**src/rtl/cc_pkg.sv**
```systemverilog
package cc_pkg;
  typedef enum logic {CELL_PLAIN = 1'b0, CELL_PRESET = 1'b1} cell_mode_e;
  // lookup index is {bit, enable, carry_in}
  localparam logic [7:0] SUM_MASK   = 8'h78; // bit ^ (enable & carry_in)
  localparam logic [7:0] CARRY_MASK = 8'h80; // bit & enable & carry_in
endpackage

```
**src/rtl/cc_lut3.sv**
```systemverilog
module cc_lut3 #(
  parameter logic [7:0] MASK = 8'h00
) (
  input  logic [2:0] sel,
  output logic       y
);
  assign y = MASK[sel];
endmodule

```
**src/rtl/cc_store.sv**
```systemverilog
module cc_store
  import cc_pkg::*;
#(
  parameter cell_mode_e MODE = CELL_PLAIN
) (
  input  logic clk,
  input  logic dev_rst_n,
  input  logic arst_clr,
  input  logic apre,
  input  logic d,
  output logic q
);
  logic held;
  logic aclr;

  generate
    if (MODE == CELL_PRESET) begin : g_preset
      // inverse is stored, so a cleared flop reads as one
      assign aclr = !dev_rst_n || apre;
      always_ff @(posedge clk or posedge aclr) begin
        if (aclr) held <= 1'b0;
        else      held <= ~d;
      end
      assign q = ~held;
    end else begin : g_plain
      assign aclr = !dev_rst_n || arst_clr;
      always_ff @(posedge clk or posedge aclr) begin
        if (aclr) held <= 1'b0;
        else      held <= d;
      end
      assign q = held;
    end
  endgenerate
endmodule

```
**src/rtl/cc_slice.sv**
```systemverilog
module cc_slice
  import cc_pkg::*;
#(
  parameter cell_mode_e MODE = CELL_PLAIN
) (
  input  logic clk,
  input  logic dev_rst_n,
  input  logic arst_clr,
  input  logic apre,
  input  logic sclr,
  input  logic sload,
  input  logic load_bit,
  input  logic casc_en,
  input  logic casc_bit,
  input  logic en,
  input  logic cin,
  output logic q,
  output logic comb,
  output logic cout
);
  logic       sum;
  logic       casc_val;
  logic       loaded;
  logic       d;
  logic [2:0] lut_sel;

  assign lut_sel = {q, en, cin};

  cc_lut3 #(.MASK(SUM_MASK))   u_sum   (.sel(lut_sel), .y(sum));
  cc_lut3 #(.MASK(CARRY_MASK)) u_carry (.sel(lut_sel), .y(cout));

  assign casc_val = casc_en ? (sum & casc_bit) : sum;
  assign comb     = casc_val;
  assign loaded   = sload ? load_bit : casc_val;
  assign d        = loaded & ~sclr;

  cc_store #(.MODE(MODE)) u_store (
    .clk(clk), .dev_rst_n(dev_rst_n), .arst_clr(arst_clr), .apre(apre),
    .d(d), .q(q)
  );

  logic async_any;
  assign async_any = !dev_rst_n || arst_clr || apre;

  p_clear_first_r4: assert property (@(posedge clk) disable iff (async_any)
    sclr |=> (q == 1'b0));

  p_load_bit_r3: assert property (@(posedge clk) disable iff (async_any)
    (sload && !sclr) |=> (q == $past(load_bit)));
endmodule

```
**src/rtl/cc_counter.sv**
```systemverilog
module cc_counter
  import cc_pkg::*;
#(
  parameter int               WIDTH       = 8,
  parameter logic [WIDTH-1:0] PRESET_MASK = 8'h81
) (
  input  logic             clk,
  input  logic             dev_rst_n,
  input  logic             arst_clr,
  input  logic             apre,
  input  logic             sclr,
  input  logic             sload,
  input  logic [WIDTH-1:0] load_val,
  input  logic             cnt_en,
  input  logic             casc_en,
  input  logic [WIDTH-1:0] casc_in,
  output logic [WIDTH-1:0] q,
  output logic [WIDTH-1:0] comb_out,
  output logic             carry_out
);
  localparam int CHAIN = WIDTH + 1;

  logic [CHAIN-1:0] carry;
  assign carry[0] = cnt_en;

  generate
    for (genvar i = 0; i < WIDTH; i++) begin : g_bit
      localparam cell_mode_e BIT_MODE = PRESET_MASK[i] ? CELL_PRESET : CELL_PLAIN;
      cc_slice #(.MODE(BIT_MODE)) u_slice (
        .clk(clk), .dev_rst_n(dev_rst_n), .arst_clr(arst_clr), .apre(apre),
        .sclr(sclr), .sload(sload), .load_bit(load_val[i]),
        .casc_en(casc_en), .casc_bit(casc_in[i]),
        .en(cnt_en), .cin(carry[i]),
        .q(q[i]), .comb(comb_out[i]), .cout(carry[i+1])
      );
    end
  endgenerate

  assign carry_out = carry[WIDTH];

  logic async_any;
  assign async_any = !dev_rst_n || arst_clr || apre;

  p_dev_reset_r1: assert property (@(posedge clk)
    !dev_rst_n |-> (q == PRESET_MASK));

  p_count_step_r2: assert property (@(posedge clk) disable iff (async_any)
    (!sclr && !sload && !casc_en) |=>
      (q == WIDTH'($past(q) + {{(WIDTH-1){1'b0}}, $past(cnt_en)})));

  p_carry_top_r6: assert property (@(posedge clk) disable iff (!dev_rst_n)
    carry_out == (cnt_en && (&q)));

  p_preset_hold_r9: assert property (@(posedge clk) disable iff (!dev_rst_n)
    apre |-> ((q & PRESET_MASK) == PRESET_MASK));

  p_clear_plain_r8: assert property (@(posedge clk) disable iff (!dev_rst_n)
    arst_clr |-> ((q & ~PRESET_MASK) == '0));
endmodule

```
**config.mk**
```make
export PLATFORM = sky130hd
export DESIGN_NAME = cc_counter
export DESIGN_NICKNAME = d
export VERILOG_FILES = /design/src/rtl/cc_pkg.sv /design/src/rtl/cc_lut3.sv /design/src/rtl/cc_store.sv /design/src/rtl/cc_slice.sv /design/src/rtl/cc_counter.sv
export SDC_FILE = /design/constraint.sdc
export NUM_CORES = 1
export LEC_CHECK = 0
export BUFFER_PORTS_ARGS = -buffer_cell sky130_fd_sc_hd__buf_2
export CAP_MARGIN = 10
export CORE_MARGIN = 4
export CORE_UTILIZATION = 38
export CTS_BUF_LIST = sky130_fd_sc_hd__clkbuf_16
export DETAILED_ROUTE_END_ITERATION = 6
export GPL_TIMING_DRIVEN = 0
export MAX_ROUTING_LAYER = met4
export PLACE_DENSITY = 0.75
export REMOVE_ABC_BUFFERS = 1
export SYNTH_ARGS = -nofsm -noshare
export SYNTH_HDL_FRONTEND = slang
export SYNTH_SLANG_ARGS = --single-unit
```
**constraint.sdc**
```tcl
create_clock -name clk -period 1.95 [get_ports clk]
set_input_delay 0.4875 -clock clk [delete_from_list [all_inputs] [get_ports clk]]
set_output_delay 0.4875 -clock clk [all_outputs]
set_load 0.005 [all_outputs]
```
=== Word-level counts from Yosys, hierarchy flattened ===
Memories as Yosys holds them, arrays and structs flattened.
Index checks and enable logic that the tools add are counted.
Widths: inputs -> output; s select.

* Reductions and logical operators: 3
* Magnitude comparators: 8
* Bitwise operators: 21
* Muxes and demuxes: 34

{| class="wikitable"
|+ Operators by type and width
! cell !! number
|-
| $lt 3x4->1 const B || 8
|-
| $mux 1 || 32
|-
| $and 1x1->1 || 16
|-
| $not 1->1 || 5
|-
| $bmux 1 s2 || 2
|-
| $logic_or 1x1->1 || 2
|-
| $logic_not 1->1 || 1
|}

* Input port bits: 24
* Word-level logic and storage cells: 88
* Memories kept: 14
* Flip-flop bits (word level): 8
* ROM bits: 112

{| class="wikitable"
|+ Memory list
! name !! words !! width !! read ports !! clocked after Yosys merged registers in !! write ports !! RTL line !! source
|-
| (no name shown) || 8 || 1 || 1 || 0 || 0 || cc_lut3.sv:7 || <nowiki>assign y = MASK[sel];</nowiki>
|-
| (no name shown) || 8 || 1 || 1 || 0 || 0 || cc_lut3.sv:7 ||
|-
| (no name shown) || 8 || 1 || 1 || 0 || 0 || cc_lut3.sv:7 ||
|-
| (no name shown) || 8 || 1 || 1 || 0 || 0 || cc_lut3.sv:7 ||
|-
| (no name shown) || 8 || 1 || 1 || 0 || 0 || cc_lut3.sv:7 ||
|-
| (no name shown) || 8 || 1 || 1 || 0 || 0 || cc_lut3.sv:7 ||
|-
| 8 more memories || -- || -- || -- || -- || -- || -- ||
|}

=== Logic depth before layout (Yosys ltp) ===
Gate-level depths: netlist of the first run.

* Depth in word-level cells: 22
* Depth in mapped cells: 7
* Depth with buffers taken out: 6

=== Modules after synthesis ===
Synthesis of the first run repeated with hierarchy kept, for this count alone.

* Cells, all modules: 84
* Area total of the unflattened synthesis: 775.7 um^2

{| class="wikitable"
|+ By module, submodules not included
! module !! area an instance (um^2) !! instances !! cells an instance
|-
| cc_slice || 37.5 || 8 || 5
|-
| cc_store (g_bit[1].u_slice.u_store ...) || 38.8 || 6 || 2
|-
| cc_lut3 (g_bit[0].u_slice.u_sum ...) || 12.5 || 8 || 2
|-
| cc_store (g_bit[0].u_slice.u_store ...) || 46.3 || 2 || 4
|-
| cc_lut3 (g_bit[0].u_slice.u_carry ...) || 6.3 || 8 || 1
|}

=== Worst setup path before layout of the first run ===
No wires, ideal clock.

* Path type: input -> output
* Start: in cnt_en
* End: out comb_out[4]
* Required time: 1.462 ns
* Arrival: 1.550 ns
* Cell stages on the path: 5
* Slack: -0.088 ns
* Path buffers: 1
* Cell sequence: ha_1 > nand4_4 > or3_2 > a2bb2oi_1 > buf_4

* Word-level cells in the longest chain between the ends: 12

{| class="wikitable"
|+ Ends and longest elaborated chain
! element !! RTL line !! source
|-
| start, declared || cc_counter.sv:14 || <nowiki>input logic cnt_en,</nowiki>
|-
| $bmux 1 s2 || cc_lut3.sv:7 ||
|-
| $mux 1 (not written as such) || cc_lut3.sv:7 ||
|-
| $mem_v2 8x1 || -- ||
|-
| $mux 1 (not written as such) || cc_lut3.sv:7 ||
|-
| $mem_v2 8x1 || -- ||
|-
| $mux 1 (not written as such) || cc_lut3.sv:7 ||
|-
| $mem_v2 8x1 || -- ||
|-
| $mux 1 (not written as such) || cc_lut3.sv:7 ||
|-
| $mem_v2 8x1 (*) || -- ||
|-
| $mux 1 (not written as such) (*) || cc_lut3.sv:7 ||
|-
| $and 1x1->1 || cc_slice.sv:32 || <nowiki>assign casc_val = casc_en ? (sum & casc_bit) : sum;</nowiki>
|-
| $mux 1 (*) || cc_slice.sv:32 ||
|-
| end, declared || cc_counter.sv:18 || <nowiki>output logic [WIDTH-1:0] comb_out,</nowiki>
|}

Mark *: on every way between the ends. The rest lies on a longest branch, timed or not. The select of a mux whose other input is x is not followed.

=== Worst setup path in the final report of the first run ===
* Start: reg g_bit[0].u_slice.u_store.held
* End: out comb_out[4]

* Word-level cells in the longest chain between the ends: 13

{| class="wikitable"
|+ Ends and longest elaborated chain
! element !! RTL line !! source
|-
| start, declared || cc_store.sv:13 || <nowiki>logic held;</nowiki>
|-
| start signal, assigned || cc_store.sv:22 || <nowiki>else held <= ~d;</nowiki>
|-
| $not 1->1 (*) || cc_store.sv:24 || <nowiki>assign q = ~held;</nowiki>
|-
| $bmux 1 s2 (*) || cc_lut3.sv:7 ||
|-
| $mux 1 (not written as such) (*) || cc_lut3.sv:7 ||
|-
| $mem_v2 8x1 (*) || -- ||
|-
| $mux 1 (not written as such) (*) || cc_lut3.sv:7 ||
|-
| $mem_v2 8x1 (*) || -- ||
|-
| $mux 1 (not written as such) (*) || cc_lut3.sv:7 ||
|-
| $mem_v2 8x1 (*) || -- ||
|-
| $mux 1 (not written as such) (*) || cc_lut3.sv:7 ||
|-
| $mem_v2 8x1 (*) || -- ||
|-
| $mux 1 (not written as such) (*) || cc_lut3.sv:7 ||
|-
| $and 1x1->1 || cc_slice.sv:32 ||
|-
| $mux 1 (*) || cc_slice.sv:32 ||
|}

Marks and branches as above.

==> metrics, run 1 <==
Finished Core Util=0.581; vias per cell=4.83; # DRC=0; Worst Slack Setup Final=-75.9 ps; status=complete, but fails checks; Final Hold Fails=0; cts hold-fix bufs=0; Worst Tran Pin Value=566 ps; Clock Latency Late Sink=230 ps; Internal=505 uW; share of cells above drive strength 1=0.579; pin count of the biggest net entering global routing=9; area of the die=2530 um2; Post-DRT Antenna Nets=0; Avg Cell Area, Syn=8.51 um2; worst hold path class=input port to async pin; dominant synthesized flop cell=dfrtp_1; Detailed Route Iter0 Violations=11; CTS tree=done; Buf+Inv Stages, Crit Path=2; most common cell after layout, fill and taps aside=buf_2; RePlAce Congestion=0.721; wire length per cell=13.5 um; Worst-path clk slew=40 ps; number of fill cells=158; failing checks=setup timing; Area Overhead vs Synth=45.8%; Flop pwr share=0.288; peak supply drop=0.000662 V; Gate power share=0.183; Cell Area, Synth=681 um2; hpwl dp=1.42 mm; FMAX=494 MHz; Crit path arrival time=1540 ps; Sw Ratio=0.229; clock sinks=8; row count=15; H-tree depth=1; grt ovf=0; Final min period=2030 ps; Vias=672; starting density of the core=0.399; total of max-cap violations=0; Antenna diodes=0; register bit total from synthesis=8; Tcrit/Tclk final=1.04; crit-path leading delay family=simple AND/OR/NAND/NOR gates; Crit path largest cell delay=360 ps; vias in the first global route=687; sequential fraction of the synthesis area=0.294; number of synthesized flops with an enable pin=0; Worst Setup Start Kind=flop; Layout Nets=142; Crit Path Max Fanout=5; clk_skew=2.43 ps; chip width=50.3 um; Netlist cell types=26; Slowest-stage cell, CP=dfrtp_1; # IOs=41; Total Power=655 uW; fin. max-slew vios=0; Worst setup EP type=output pin; kind of critical path=flop to output pin; FF+latch area=200 um2; headroom to the max-slew limit=0.622; Max Buffers Root-to-Sink=2; setup violators final=4; sw power=150 uW; Synth Instances=80; number of warnings issued by yosys=0; dpl cells=129; LEAKAGE=0.000507 uW; WL final=1.88 mm; CP required=1460 ps; PwrDens=660 nW/um2; Tot GR Track Use=0.167; RSZ-0062 raised after global routing=yes; dpl cell area=792 um2; Die Span Y=50.3 um; Clk pwr share=0.530; multi-input logic area=403 um2; CTS root buf=clkbuf_16; antenna violations before repair=0; Num CTS Buffers=3; number of port buffers=40; Hold WS=178 ps; Design Area, Final=992 um2; CP cell instances=inv_2, ha_4, nand4_4, or3_4, a2bb2oi_2, buf_2; commonest non-fill, non-tap cells in the layout=buf_2, dfrtp_1, inv_1, nand2_1, buf_4; Non-Filler Instances=139; Async SR Flop Fraction=1.00; first-pass GRT wire length=3.02 mm; CORE AREA=1710 um2; Pre-Repair DR Iteration Count=4
[cell type report]
| class | instances | share of cell area |
|---|---|---|
| Timing Repair Buffer | 47 | 0.259 |
| Multi-Input combinational cell | 49 | 0.406 |
| Inverter | 7 | 0.0265 |
| Tap cell | 25 | 0.0315 |
| Clock buffer | 3 | 0.0757 |
| Sequential cell | 8 | 0.202 |
[power by group through the flow]
stage | logic [uW] | clock network, uW | registers (uW)
finish | 120 | 347 | 189
global route | 134 | 365 | 190
CTS | 116 | 351 | 188
detailed placement | 105 | 0 | 188
global placement | 101 | 0 | 188
floorplan | 47.1 | 0 | 188
[layer usage]
layer	wire length (um)	vias up	share of wire	global-route usage
met5	0	-	0	-
met4	78	0	0.042	0.103
met3	129	8	0.069	0.0475
met2	984	29	0.52	0.276
met1	684	309	0.36	0.174
li1	-	326	-	-
[what timing repair did]
action | in CTS | in global routing
setup buffers | 5 | 2
pin swaps | 7 | 1
setup endpoints to repair | 6 | 6
gates resized for setup | 12 | 5
[per-stage QoR]
stage | setup slack (ps) | TNS [ps]
final | -75.9 | -227
after global routing | -168 | -738
after CTS | -77.2 | -253
after detailed placement | -380 | -950
after global placement | -357 | -931
after floorplan | 11.4 | 0
[cell usage after synthesis, types with 2 or more instances]
cell	n	area, um2
nor2_1	4	15.0
o21a_1	2	15.0
a2bb2oi_1	2	17.5
buf_4	16	120
o21ai_0	7	35.0
xnor2_1	3	26.3
ha_1	2	25.0
a21oi_1	4	20.0
nand3_1	2	10.0
inv_1	7	26.3
a22o_1	2	17.5
nand2_1	6	22.5
nor2b_1	3	18.8
dfrtp_1	8	200
[worst paths after layout]
kind | startpoint | to | cells past startpoint | slack (ps)
max | g_bit[0].u_slice.u_store.held$_DFF_PP0_ | comb_out[4] | 6 | -80
min | apre | g_bit[0].u_slice.u_store.held$_DFF_PP0_ | 2 | 180
max reg2reg | g_bit[0].u_slice.u_store.held$_DFF_PP0_ | g_bit[3].u_slice.u_store.q$_DFF_PP0_ | 9 | 340
min reg2reg | g_bit[6].u_slice.u_store.q$_DFF_PP0_ | g_bit[6].u_slice.u_store.q$_DFF_PP0_ | 2 | 670
max in group asynchronous | dev_rst_n | g_bit[5].u_slice.u_store.q$_DFF_PP0_ | 2 | 1230
min in group clk | load_val[7] | g_bit[7].u_slice.u_store.held$_DFF_PP0_ | 2 | 430
[flip-flops by register name (all words and copies together) (netlist names)]
| register | flops |
|---|---|
| g_bit.u_slice.u_store.q | 6 |
| g_bit.u_slice.u_store.held | 2 |
[cell families (layout without fill, tap and decap cells)]
| group | count (synthesis) | count (layout) | share of synthesized area |
|---|---|---|---|
| flops | 8 | 8 | 0.294 |
| xor+xnor | 4 | 4 | 0.0515 |
| compound gates | 20 | 20 | 0.197 |
| fa+ha+maj | 2 | 2 | 0.0368 |
| mux | 2 | 2 | 0.0312 |
| simple gates | 21 | 21 | 0.175 |
| buf+inv | 23 | 57 | 0.215 |
No activity file was read; power rests on OpenSTA's default activity.
==> inputs of run 2 (changes only) <==
--- a/config.mk
+++ b/config.mk
@@ -13,7 +13,7 @@
 export DETAILED_ROUTE_END_ITERATION = 6
 export GPL_TIMING_DRIVEN = 0
 export MAX_ROUTING_LAYER = met4
-export PLACE_DENSITY = 0.75
+export PLACE_DENSITY = 0.71
 export REMOVE_ABC_BUFFERS = 1
 export SYNTH_ARGS = -nofsm -noshare
 export SYNTH_HDL_FRONTEND = slang
==> run 2 against run 1 <==
  * The run still ends with setup timing left
  * Clock-buffer cell count unchanged
  * Sequential power barely moved
  * Combinational power about the same
  * Die area unchanged
  * Critical path type unchanged
  * Setup slack lost 34 ps
  * Highest routed layer unchanged
  * Non-clock buffer count is 1 higher
  * Largest cell class unchanged
  * Power grew 0.81%
  * Cell count is 0.72% higher
  * Global-route usage unchanged
  * First-iteration DRC count up 64%
  * Routed wire length up 4.5%
==> metrics, run 2 (synthesized netlist as in run 1, its figures left out) <==
total of max-cap violations=0; Layout Nets=143; GR Util met3=0.0267; peak supply drop=0.000383 V; Vias=691; # DRC=0; starting density of the core=0.399; Worst Slack Setup Final=-110 ps; Buf+Inv Stages, Crit Path=2; Crit path largest cell delay=400 ps; worst hold path class=input port to async pin; hpwl dp=1.33 mm; dpl cells=129; vias in the first global route=716; Worst-path clk slew=40 ps; chip width=50.3 um; number of port buffers=40; PwrDens=669 nW/um2; CTS tree=done; Final min period=2060 ps; Final Hold Fails=0; CORE AREA=1710 um2; share of cells above drive strength 1=0.565; Finished Core Util=0.578; max reg flops=6; WL final=1.96 mm; Area Overhead vs Synth=45.0%; Die Span Y=50.3 um; Setup Total Neg Slack=-524 ps; grt ovf=0; status=complete, but fails checks; LEAKAGE=0.000501 uW; antenna violations before repair=0; first-pass GRT wire length=3.14 mm; Pre-Repair DR Iteration Count=4; Gate power share=0.183; Non-Filler Instances=140; worst slack at placement=-347 ps; pin count of the biggest net entering global routing=9; GR Util met2=0.287; headroom to the max-slew limit=0.604; Max Buffers Root-to-Sink=2; Flop pwr share=0.285; CP required=1460 ps; Clock Latency Late Sink=230 ps; wire length per cell=14.0 um; vias per cell=4.94; Internal=506 uW; Tot GR Track Use=0.167; Sw Ratio=0.234; dpl cell area=792 um2; Antenna diodes=0; CTS root buf=clkbuf_16; Worst setup EP type=output pin; H-tree depth=1; clock sinks=8; met1 GRT Util=0.192; Detailed Route Iter0 Violations=18; Num CTS Buffers=3; sw power=155 uW; kind of critical path=flop to output pin; setup violators final=6; commonest non-fill, non-tap cells in the layout=buf_2, buf_4, dfrtp_1; RSZ-0062 raised after global routing=yes; CP cell instances=inv_2, ha_4, nand4_4, or3_4, a21oi_2, buf_2; RePlAce Congestion=0.732; Post-DRT Antenna Nets=0; # IOs=41; clk_skew=1.10 ps; fin. max-slew vios=0; Crit Path Max Fanout=6; GR peak layer=met2; crit-path leading delay family=simple AND/OR/NAND/NOR gates; Worst Setup Start Kind=flop; Tcrit/Tclk final=1.06; Crit path arrival time=1570 ps; FMAX=485 MHz; area of the die=2530 um2; row count=15; Slowest-stage cell, CP=or3_4; Clk pwr share=0.532; most common cell after layout, fill and taps aside=buf_2; Worst Tran Pin Value=593 ps; failing checks=setup timing; Design Area, Final=987 um2
==> run 2: changes by cell type in the layout (fill, tap and decap cells not counted) <==
| cell | before | now |
|---|---|---|
| buf_4 | 6 | 9 |
| buf_2 | 40 | 39 |
| buf_6 | 1 | 0 |
| o21ai_0 | 5 | 6 |
| o21ai_2 | 1 | 0 |
| xnor2_1 | 1 | 2 |
| xnor2_2 | 2 | 1 |
==> run 2: path summary, 6_finish.rpt <==
path,end,depth (start not counted),start,slack (ps)
min in group clk,g_bit[7].u_slice.u_store.held$_DFF_PP0_,2,load_val[7],430
setup / recovery,comb_out[5],6,g_bit[0].u_slice.u_store.held$_DFF_PP0_,-110
hold reg to reg,g_bit[6].u_slice.u_store.q$_DFF_PP0_,2,g_bit[6].u_slice.u_store.q$_DFF_PP0_,680
hold / removal,g_bit[7].u_slice.u_store.held$_DFF_PP0_,2,apre,170
max in group asynchronous,g_bit[1].u_slice.u_store.q$_DFF_PP0_,2,dev_rst_n,1210
setup reg to reg,g_bit[4].u_slice.u_store.q$_DFF_PP0_,9,g_bit[0].u_slice.u_store.held$_DFF_PP0_,260
==> run 2: final cells by class <==
class,instances,area [um2]
timing repair buffer,48,263
sequential,8,200
fill,161,721
clock buffer,3,75.1
inverter,7,26.3
tap,25,31.3
multi-input combinational,49,392
==> run 2: power by group through the flow <==
stage / Sequential [uW] / Clock [uW] / Combinational [uW]
after floorplan: 188 / 0 / 47.1
after global placement: 188 / 0 / 101
after detailed placement: 188 / 0 / 105
after CTS: 187 / 355 / 119
after global routing: 189 / 358 / 134
final: 188 / 351 / 121
==> run 2: metal layers <==
layer | routed length [um] | up-vias
li1 | - | 327
met1 | 771 | 330
met2 | 1020 | 32
met3 | 155 | 2
met4 | 14 | 0
met5 | 0 | -
==> run 2: worst register-to-register path: cells and delay by family (launching register included) <==
kind	cells	cell delay (ps)
AOI/OAI and AO/OA	3	460
adders and majority gates	1	140
buffers and inverters	4	510
and+or+nand+nor	1	110
DFF	1	360
==> run 2: what timing repair did <==
| item | in CTS | in global routing |
|---|---|---|
| gates cloned | 0 | 0 |
| setup endpoints to repair | 6 | 7 |
| setup buffers | 7 | 1 |
| resized for setup | 12 | 2 |
| pin swaps | 2 | 0 |
| hold buffers | 0 | 0 |
==> run 2: metrics by stage <==
stage | hold slack [ps] | power [uW]
2_1_floorplan | 291 | 235
3_3_place_gp | 425 | 289
3_5_place_dp | 419 | 293
4_1_cts | 175 | 661
5_1_grt | 203 | 681
6_report | 169 | 661
==> inputs of run 3 (changes only) <==
--- a/config.mk
+++ b/config.mk
@@ -7,14 +7,15 @@
 export LEC_CHECK = 0
 export BUFFER_PORTS_ARGS = -buffer_cell sky130_fd_sc_hd__buf_2
 export CAP_MARGIN = 10
-export CORE_MARGIN = 4
 export CORE_UTILIZATION = 38
 export CTS_BUF_LIST = sky130_fd_sc_hd__clkbuf_16
 export DETAILED_ROUTE_END_ITERATION = 6
 export GPL_TIMING_DRIVEN = 0
+export HOLD_SLACK_MARGIN = 0.02
 export MAX_ROUTING_LAYER = met4
 export PLACE_DENSITY = 0.71
 export REMOVE_ABC_BUFFERS = 1
+export SLEW_MARGIN = 20
 export SYNTH_ARGS = -nofsm -noshare
 export SYNTH_HDL_FRONTEND = slang
 export SYNTH_SLANG_ARGS = --single-unit
==> run 3 against run 2 <==
  * The run still ends with setup timing left
  * Register-to-register slack improved by 110 ps
  * Sequential share of layout area unchanged
  * Maximum frequency rose by 0.97%
  * Final area unchanged
  * Power shrank 1.2%
  * Critical path depth unchanged
  * Cell count decreased by 2.9%
  * Combinational power is essentially flat
  * Die area decreased by 22%
  * Utilization increased by 4.1 points
  * Largest cell class unchanged
  * Largest power group unchanged
==> metrics, run 3 (synthesized netlist as in run 1, its figures left out) <==
Worst setup EP type=output pin; Internal=505 uW; # IOs=41; Worst Slack Setup Final=-90.3 ps; most common cell after layout, fill and taps aside=buf_2; routed length on met2=972 um; max reg flops=6; antenna violations before repair=0; WL met3=121 um; FMAX=490 MHz; CTS root buf=clkbuf_16; status=complete, but fails checks; CTS tree=done; share of cells above drive strength 1=0.580; number of port buffers=40; Final min period=2040 ps; total of max-cap violations=0; Worst Tran Pin Value=559 ps; Final Hold Fails=0; Worst Setup Start Kind=flop; Tot GR Track Use=0.207; cts hold-fix bufs=0; clock sinks=8; peak supply drop=0.000676 V; Crit path arrival time=1550 ps; WL final=1.80 mm; Worst-path clk slew=40 ps; H-tree depth=1; grt ovf=0; Finished Core Util=0.619; Setup Total Neg Slack=-197 ps; DR top layer=met4; first-pass GRT wire length=2.77 mm; LEAKAGE=0.000499 uW; register-to-register setup slack=370 ps; vias per cell=4.96; Vias=674; Clk pwr share=0.526; Die Span Y=44.3 um; starting density of the core=0.427; Clock Latency Late Sink=230 ps; wire length per cell=13.2 um; Antenna diodes=0; setup violators final=4; Crit Path Max Fanout=5; pin count of the biggest net entering global routing=9; headroom to the max-slew limit=0.627; # DRC=0; chip width=44.3 um; failing checks=setup timing; commonest non-fill, non-tap cells in the layout=buf_2, dfrtp_1, o21ai_0; Sw Ratio=0.226; Num CTS Buffers=3; fin. max-slew vios=0; RSZ-0062 raised after global routing=yes; vias in the first global route=669; worst hold path class=input port to async pin; clk_skew=4.52 ps; Layout Nets=140; Max Buffers Root-to-Sink=2; row count=14; PwrDens=661 nW/um2; sw power=148 uW; Post-DRT Antenna Nets=0; area of the die=1960 um2; Gate power share=0.185; Detailed Route Iter0 Violations=6; routed length on met1=687 um; Pre-Repair DR Iteration Count=2; CP required=1460 ps; Total Power=653 uW; RePlAce Congestion=0.765; Area Overhead vs Synth=45.0%; CORE AREA=1590 um2; kind of critical path=flop to output pin; hpwl dp=1.28 mm; Tcrit/Tclk final=1.05; Flop pwr share=0.289
-- run 3: worst paths after layout --
check | from | end | cells past startpoint
worst max-delay path | g_bit[0].u_slice.u_store.held$_DFF_PP0_ | comb_out[4] | 6
worst min-delay path | apre | g_bit[0].u_slice.u_store.held$_DFF_PP0_ | 2
worst max register to register | g_bit[0].u_slice.u_store.held$_DFF_PP0_ | g_bit[4].u_slice.u_store.q$_DFF_PP0_ | 8
worst min register to register | g_bit[2].u_slice.u_store.q$_DFF_PP0_ | g_bit[2].u_slice.u_store.q$_DFF_PP0_ | 2
max in group asynchronous | dev_rst_n | g_bit[6].u_slice.u_store.q$_DFF_PP0_ | 2
min in group clk | load_val[7] | g_bit[7].u_slice.u_store.held$_DFF_PP0_ | 2
-- run 3: layout make-up --
type | count | area, um2
multi-input combinational | 49 | 412
timing repair buffer | 45 | 244
clock buffer | 3 | 75.1
sequential | 8 | 200
tap | 24 | 30.0
fill | 128 | 607
inverter | 7 | 26.3
-- run 3: power groups by stage --
stage	clock [uW]	sequential [uW]	combinational (uW)
2_1_floorplan	0	188	47.1
3_3_place_gp	0	188	101
3_5_place_dp	0	189	104
4_1_cts	345	188	118
5_1_grt	359	191	132
6_report	343	189	121
-- run 3: repair_timing --
action | CTS | global route
gates resized for setup | 15 | 2
pin swaps | 8 | 1
setup endpoints to repair | 6 | 6
buffers inserted | 4 | 2
-- run 3: layer usage --
| layer | track usage | up-vias |
|---|---|---|
| met4 | 0.0424 | 0 |
| met5 | - | - |
| li1 | - | 323 |
| met1 | 0.201 | 319 |
| met3 | 0.0816 | 4 |
| met2 | 0.385 | 28 |
-- run 3: worst max-delay path, stage by stage, from the launching register on --
cell and delay, ps:
dfrtp_1 360, inv_2 70, ha_4 140, nand4_4 110, or3_4 360, a2bb2oi_2 150, buf_2 130
-- run 3: stage by stage --
step | area [um2] | instances | worst slack, ps | hold WS (ps)
3_5_place_dp | 791 | 128 | -357 | 429
3_3_place_gp | 791 | 128 | -306 | 421
6_report | 987 | 136 | -90.3 | 181
4_1_cts | 967 | 135 | -94.6 | 186
2_1_floorplan | 561 | 64 | 11.4 | 291
5_1_grt | 987 | 136 | -133 | 209
